<file path="config.mk">
export PLATFORM = sky130hd
export DESIGN_NAME = dr2s_ctrl
export DESIGN_NICKNAME = d
export VERILOG_FILES = /design/src/rtl/dr2s_pkg.sv /design/src/rtl/dr2s_rail_sync.sv /design/src/rtl/dr2s_rail_decode.sv /design/src/rtl/dr2s_fsm.sv /design/src/rtl/dr2s_ctrl.sv
export SDC_FILE = /design/constraint.sdc
export NUM_CORES = 1
export LEC_CHECK = 0
export ABC_AREA = 1
export BUFFER_PORTS_ARGS = -buffer_cell sky130_fd_sc_hd__buf_2
export CAP_MARGIN = 30
export CORE_AREA = 2 2 39 41
export CTS_CLUSTER_SIZE = 8
export DETAILED_ROUTE_END_ITERATION = 10
export DIE_AREA = 0 0 41 43
export GPL_TIMING_DRIVEN = 0
export PLACE_DENSITY = 0.66
export SETUP_SLACK_MARGIN = 0.4
export SLEW_MARGIN = 0
export SYNTH_ARGS = -nofsm -noshare
export SYNTH_HDL_FRONTEND = slang
export SYNTH_SLANG_ARGS = --single-unit
</file>
<file path="constraint.sdc">
create_clock -name clk -period 1 [get_ports clk]
set_input_delay 0.1 -clock clk [delete_from_list [all_inputs] [get_ports clk]]
set_output_delay 0.1 -clock clk [all_outputs]
set_load 0.01 [all_outputs]
</file>
<file path="src/rtl/dr2s_pkg.sv">
package dr2s_pkg;
    typedef enum logic [1:0] {
        ST_IDLE = 2'd0,
        ST_LOAD = 2'd1,
        ST_HOLD = 2'd2
    } dr2s_state_e;

    localparam int RAIL_W = 2;
    localparam int RAIL_T_BIT = 1;
    localparam int RAIL_F_BIT = 0;
endpackage

</file>
<file path="src/rtl/dr2s_rail_sync.sv">
module dr2s_rail_sync #(
    parameter int STAGES = 2,
    parameter int WIDTH  = 2
) (
    input  logic             clk,
    input  logic             rst_n,
    input  logic [WIDTH-1:0] async_in,
    output logic [WIDTH-1:0] sync_out
);
    localparam int LAST = STAGES - 1;

    logic [WIDTH-1:0] chain [STAGES];

    generate
        for (genvar s = 0; s < STAGES; s++) begin : g_stage
            if (s == 0) begin : g_first
                always_ff @(posedge clk or negedge rst_n) begin
                    if (!rst_n) chain[s] <= '0;
                    else        chain[s] <= async_in;
                end
            end else begin : g_next
                always_ff @(posedge clk or negedge rst_n) begin
                    if (!rst_n) chain[s] <= '0;
                    else        chain[s] <= chain[s-1];
                end
            end
        end
    endgenerate

    assign sync_out = chain[LAST];
endmodule

</file>
<file path="src/rtl/dr2s_rail_decode.sv">
module dr2s_rail_decode
    import dr2s_pkg::*;
(
    input  logic [RAIL_W-1:0] rails,
    output logic              w_valid,
    output logic              w_bit,
    output logic              w_empty,
    output logic              w_bad
);
    always_comb begin
        w_valid = rails[RAIL_T_BIT] ^ rails[RAIL_F_BIT];
        w_bit   = rails[RAIL_T_BIT] & ~rails[RAIL_F_BIT];
        w_empty = ~(rails[RAIL_T_BIT] | rails[RAIL_F_BIT]);
        w_bad   = rails[RAIL_T_BIT] & rails[RAIL_F_BIT];
    end
endmodule

</file>
<file path="src/rtl/dr2s_fsm.sv">
module dr2s_fsm
    import dr2s_pkg::*;
(
    input  logic clk,
    input  logic rst_n,
    input  logic w_valid,
    input  logic w_bit,
    input  logic w_empty,
    input  logic w_bad,
    input  logic fb,
    input  logic grant,
    output logic data_o,
    output logic valid_o,
    output logic ack_n_o,
    output logic req_o,
    output logic err_o
);
    dr2s_state_e st, nxt;
    logic        load;

    // State register
    always_ff @(posedge clk or negedge rst_n) begin
        if (!rst_n) st <= ST_IDLE;
        else        st <= nxt;
    end

    // Transitions
    always_comb begin
        nxt  = st;
        load = 1'b0;
        unique case (st)
            ST_IDLE: if (w_valid && !fb) begin
                nxt  = ST_LOAD;
                load = 1'b1;
            end
            ST_LOAD: if (grant && fb) nxt = ST_HOLD;
            ST_HOLD: if (w_empty)     nxt = ST_IDLE;
            default: nxt = ST_IDLE;
        endcase
    end

    // Registered outputs, derived from the next state
    always_ff @(posedge clk or negedge rst_n) begin
        if (!rst_n) begin
            data_o  <= 1'b0;
            valid_o <= 1'b0;
            ack_n_o <= 1'b1;
            req_o   <= 1'b0;
            err_o   <= 1'b0;
        end else begin
            valid_o <= (nxt != ST_IDLE);
            ack_n_o <= (nxt == ST_IDLE);
            req_o   <= (nxt == ST_LOAD);
            if (load) data_o <= w_bit;
            if (w_bad) err_o <= 1'b1;
        end
    end
endmodule

</file>
<file path="src/rtl/dr2s_ctrl.sv">
module dr2s_ctrl
    import dr2s_pkg::*;
#(
    parameter int SYNC_STAGES = 2
) (
    input  logic clk,
    input  logic rst_n,
    input  logic rail_t,
    input  logic rail_f,
    input  logic sv_fb,
    input  logic grant,
    output logic sync_data,
    output logic sync_valid,
    output logic ack_n,
    output logic clk_req,
    output logic proto_err
);
    logic [RAIL_W-1:0] rails_raw, rails_s;
    logic w_valid, w_bit, w_empty, w_bad;

    assign rails_raw = {rail_t, rail_f};

    dr2s_rail_sync #(.STAGES(SYNC_STAGES), .WIDTH(RAIL_W)) u_sync (
        .clk      (clk),
        .rst_n    (rst_n),
        .async_in (rails_raw),
        .sync_out (rails_s)
    );

    dr2s_rail_decode u_dec (
        .rails   (rails_s),
        .w_valid (w_valid),
        .w_bit   (w_bit),
        .w_empty (w_empty),
        .w_bad   (w_bad)
    );

    dr2s_fsm u_fsm (
        .clk     (clk),
        .rst_n   (rst_n),
        .w_valid (w_valid),
        .w_bit   (w_bit),
        .w_empty (w_empty),
        .w_bad   (w_bad),
        .fb      (sv_fb),
        .grant   (grant),
        .data_o  (sync_data),
        .valid_o (sync_valid),
        .ack_n_o (ack_n),
        .req_o   (clk_req),
        .err_o   (proto_err)
    );
endmodule

</file>
* Yosys cells after proc, flatten, opt, wreduce, memory -nomap -nowiden
Index checks and enable logic that the tools add are counted.
Widths: inputs -> output; s select.
** Word-level totals
- Output and inout bits :: 5
- Logic and storage cells :: 28
- Register bits :: 11
- Bits of input ports :: 6
** Operators by class
- Muxes and demuxes :: 6
- Reduce and logical (&&, ||, !) cells :: 6
- Bitwise logic cells :: 5
- Equal/unequal tests :: 3
** Operators with widths (count)
- $mux 2 :: 3
- $pmux 2 s3 :: 1
- $eq 2x1->1 const B :: 2
- $logic_not 2->1 :: 2
- $and 1x1->1 :: 2
- $eq 2x2->1 const B :: 1
- $logic_and 1x1->1 :: 2
- $mux 1 :: 2
- $reduce_bool 2->1 :: 1
- $logic_not 1->1 :: 1
- $not 1->1 :: 1
- $or 1x1->1 :: 1
- $xor 1x1->1 :: 1

* Logic depth before layout (Yosys ltp)
- Word-level depth :: 5
- Gate-level depth with buffers :: 8
- Depth with buffers taken out :: 8

* Hierarchy
Synthesis repeated with hierarchy kept, for this count alone.
** Unflattened totals
- Cells, all modules :: 46
- Area total of the unflattened synthesis :: 470.5 um^2
** By module, submodules not included
- dr2s_fsm :: cells an instance 35, times used 1, area an instance 310.3 um^2
- dr2s_rail_sync :: cells an instance 6, times used 1, area an instance 115.1 um^2
- dr2s_rail_decode :: cells an instance 5, times used 1, area an instance 45.0 um^2

* Worst setup path before layout
OpenSTA, ideal clock, no wires.
- Path kind :: reg2reg
- From :: reg u_sync.chain (netlist bit u_sync.sync_out[1])
- To :: reg u_fsm.data_o
- Buffers on the path :: 0
- Cell stages (with the launch flop) :: 8
- Setup slack :: -0.070 ns
- Clock period less this slack :: 1.070 ns
- Setup time :: 0.117 ns
- Arrival :: 0.953 ns
- Cell sequence :: dfrtp_1 inv_1 ha_1 inv_1 nor2_2 nand2_2 nand2_1 nand2_1
** Between the ends
- Longest elaborated chain between the ends :: 4
- Elaborated cells on any way between the ends :: 5
- Classes of those cells :: 2 x mux; 2 x bitwise; 1 x reduce/logical
** Ends and longest elaborated chain
- start: declaration :: RTL line dr2s_rail_sync.sv:12 : logic [WIDTH-1:0] chain [STAGES];
- start signal: indexed assignment :: RTL line dr2s_rail_sync.sv:24 : else chain[s] <= chain[s-1];
- $xor 1x1->1 :: RTL line dr2s_rail_decode.sv:11 : w_valid = rails[RAIL_T_BIT] ^ rails[RAIL_F_BIT];
- $logic_and 1x1->1 :: RTL line dr2s_fsm.sv:32 : ST_IDLE: if (w_valid && !fb) begin
- $mux 1 :: RTL line dr2s_fsm.sv:32
- $mux 1 :: RTL line dr2s_fsm.sv:31 : unique case (st)
- end signal: assignment :: RTL line dr2s_fsm.sv:54 : if (load) data_o <= w_bit;
- end: declaration :: RTL line dr2s_fsm.sv:12 : output logic data_o,
Parallel ways exist; a longest one is shown, timed or not.
A chain may end at the register's enable or synchronous reset.

* Worst setup path after layout
- From :: reg u_sync.chain (netlist bit u_sync.sync_out[0])
- To :: reg u_fsm.err_o
** Between the ends
- Longest elaborated chain between the ends :: 1
** Ends and longest elaborated chain
- $and 1x1->1 :: RTL line dr2s_rail_decode.sv:14 : w_bad = rails[RAIL_T_BIT] & rails[RAIL_F_BIT];
- net u_dec.w_bad :: RTL line dr2s_rail_decode.sv:8 : output logic w_bad
- end signal: assignment :: RTL line dr2s_fsm.sv:49 : err_o <= 1'b0;
- end signal: assignment :: RTL line dr2s_fsm.sv:55 : if (w_bad) err_o <= 1'b1;
- end: declaration :: RTL line dr2s_fsm.sv:16 : output logic err_o
The timed path passes the listed nets, and every way through them passes these cells.

==> impl_results.md <==
* Net Count, Synth at 50
* Startpoint Class: flop
* Final non-filler cell total at 80
* CTS tree: done
* Avg Inst Size Synth at 11.0 sq um
* Gr ovfl total at 0
* Antenna diodes at 0
* Ys async rst share at 1.00
* Worst Path Required at 1.16 ns
* Tot GR Track Use at 0.117
* Utilization after layout at 0.490
* Largest net degree at the start of global routing at 12
* Number of global-route vias before repair at 314
* WL per Instance at 9.83 um
* Yosys top cell area share at 0.554
* Sequential area share after synthesis at 0.612
* Final min period at 1.11 ns
* Final Hold Vio Count at 0
* Core area at 1380 sq um
* Die Wd at between 40 and 50 um
* Layout area overhead at 50.1%
* Worst slew pin tran at 0.237 ns
* F_max at approximately 900 MHz
* RSZ-0062 raised after global routing: yes
* Final Cycle Share at 1.11
* Sink Count at 11
* Vias per inst at 4.36
* Leakage at 0.337 nW
* DIE AREA at 1760 sq um
* Worst vdd ir at 1280 uV
* Synth top cells by count: 10 x dfrtp_1, 6 x nand2_1, 5 x inv_1
* IO Pins at 11
* Final Wtd Congestion at 0.740
* Filler cells at 132
* Share of cells above drive strength 1 at 0.641
* Synth area leader: dfrtp_1
* CTS buffer count at 3
* Initial Util at 0.326
* Top cells by area, synth: dfrtp_1 55%, ha_1 8.3%, dfstp_2 5.8%
* Number of port buffers at 10
* Most common cell in the netlist: dfrtp_1
* Reg2reg setup slack at -0.11 ns
* Post-Syn Area at 452 sq um
* Drt first pass iters at 2
* First-pass GRT wire length at approximately 1.2 mm
* Placed insts at between 60 and 70
* Longest Clk Path Bufs at 2
* Synth Flop Type: dfrtp_1
* Slew margin rel. at 0.842
* Area taken by multi-input logic gates at 196 sq um
* Register area at between 200 and 300 sq um
* Final worst-path setup slack at -0.112 ns
* Synth warn at 0
* WP data arrival at roughly 1.3 ns
* DRC at 0
* Power per cell area at 2170 nW/um^2
* Outcome: finished with violations
* HPWL Detailed at between 500 and 600 um
* Number of synthesized flops with an enable pin at 0
* Failing checks: negative setup slack
* Critical path peak fanout at 2
* Final count of negative-setup-slack endpoints at 6
* Mapped Cells at 41
* CTS root buf: clkbuf_4
* Routed wire length at 786 um
* Clk Latency, worst-skew pair at 0.27 ns
* Die height at 43 um
* Worst hold path class: in -> reg
* Post-DRT Antenna Nets at 0
* Drt initial violations at 1
* Fin nets at 74
* Hold_ws at 0.141 ns
* Critical Path Sink Type: flop
* Cell Rows at 14
* Initial antenna violation count at 0
* Clock Skews at 0.00106 ns
* Via count at roughly 350
* Crit path kind: reg -> reg
* Yosys cell types at 14
* Max-Cap Viols at 0
* Fin. max-slew vios at 0
* H-tree Lvls at 1
* Number of synthesized register bits at 11
* Reg clk slew, reported paths at 0.07 ns
## per-layer routing
| metal | global-route usage | vias to the layer above | routed length (um) |
|---|---|---|---|
| li1 | - | 174 | - |
| met1 | 0.0909 | 159 | 272 |
| met2 | 0.191 | 12 | 439 |
| met3 | 0.0785 | 4 | 56 |
| met4 | 0.0800 | 0 | 18 |
| met5 | 0 | - | 0 |
## worst max-delay path, stage by stage, from the launching register on
cell,delay [ns]
dfrtp_1,0.39
buf_4,0.13
buf_4,0.13
ha_4,0.15
or2_4,0.21
## flip-flops by register name (all words and copies together), names as in the netlist
signal	cells
u_fsm.req_o	1
u_sync.sync_out	2
u_fsm.data_o	1
u_sync.chain	2
u_fsm.ack_n_o	1
u_fsm.st	2
u_fsm.valid_o	1
u_fsm.err_o	1
## final cells by class
cell class,instances,share of cell area
Tap cell,16,0.0295
Clock buffer,3,0.0332
Clock inverter,1,0.00738
Sequential cell,11,0.408
Inverter,7,0.0387
Timing Repair Buffer,19,0.194
Multi-Input combinational cell,23,0.290
## power by group
| part | total, mW | switching [mW] | internal (mW) |
|---|---|---|---|
| Combinational | 0.525 | 0.283 | 0.242 |
| Sequential | 0.653 | 0.0751 | 0.578 |
| Clock | 0.293 | 0.145 | 0.148 |
## repair_timing
item / in CTS / in global routing
resized for setup: 9 / 5
pin swaps: 4 / 4
endpoints found under the hold margin: 13 / 0
hold buffers: 3 / 0
endpoints found under the setup margin: 12 / 12
buffers inserted: 5 / 1
## layout by cell type (no fill, tap or decap), types with 2 or more instances in the layout
master / instances
buf_2: 9
clkbuf_4: 3
nand2_4: 2
ha_4: 2
dfrtp_1: 10
nor2_1: 3
nor2_2: 2
nand2_1: 4
nand3_2: 2
inv_2: 6
dlygate4sd3_1: 3
buf_4: 6
nand2_2: 3
## worst paths after layout
| kind | from | endpoint | depth (start not counted) |
|---|---|---|---|
| worst max-delay path | u_sync.sync_out[0]$_DFF_PN0_ | u_fsm.err_o$_DFFE_PN0P_ | 4 |
| max in group asynchronous | rst_n | u_fsm.ack_n_o$_DFF_PN1_ | 2 |
| worst max register to register | u_sync.sync_out[0]$_DFF_PN0_ | u_fsm.err_o$_DFFE_PN0P_ | 4 |
| min in group asynchronous | rst_n | u_fsm.err_o$_DFFE_PN0P_ | 2 |
| worst min-delay path | grant | u_fsm.st[1]$_DFF_PN0_ | 3 |
| worst min register to register | u_sync.chain[2]$_DFF_PN0_ | u_sync.sync_out[0]$_DFF_PN0_ | 0 |
## cells by family (layout without fill, tap and decap cells)
group,after synthesis,in the layout,synth area share
buffers and inverters,7,30,0.0582
and+or+nand+nor,19,19,0.227
AOI/OAI and AO/OA,1,1,0.0194
adders and majority gates,3,3,0.0831
DFF,11,11,0.612
## metrics by stage
step | area, sq um | power [mW] | setup slack, ns | TNS (ns)
floorplan | 452 | 0.922 | -0.0697 | -0.173
CTS | 656 | 1.44 | -0.117 | -0.376
global placement | 522 | 1.04 | -0.129 | -0.431
finish | 678 | 1.47 | -0.112 | -0.365
global route | 678 | 1.58 | -0.153 | -0.721
detailed placement | 522 | 1.06 | -0.147 | -0.537
Note: power is estimated with default switching activity, not from simulation.
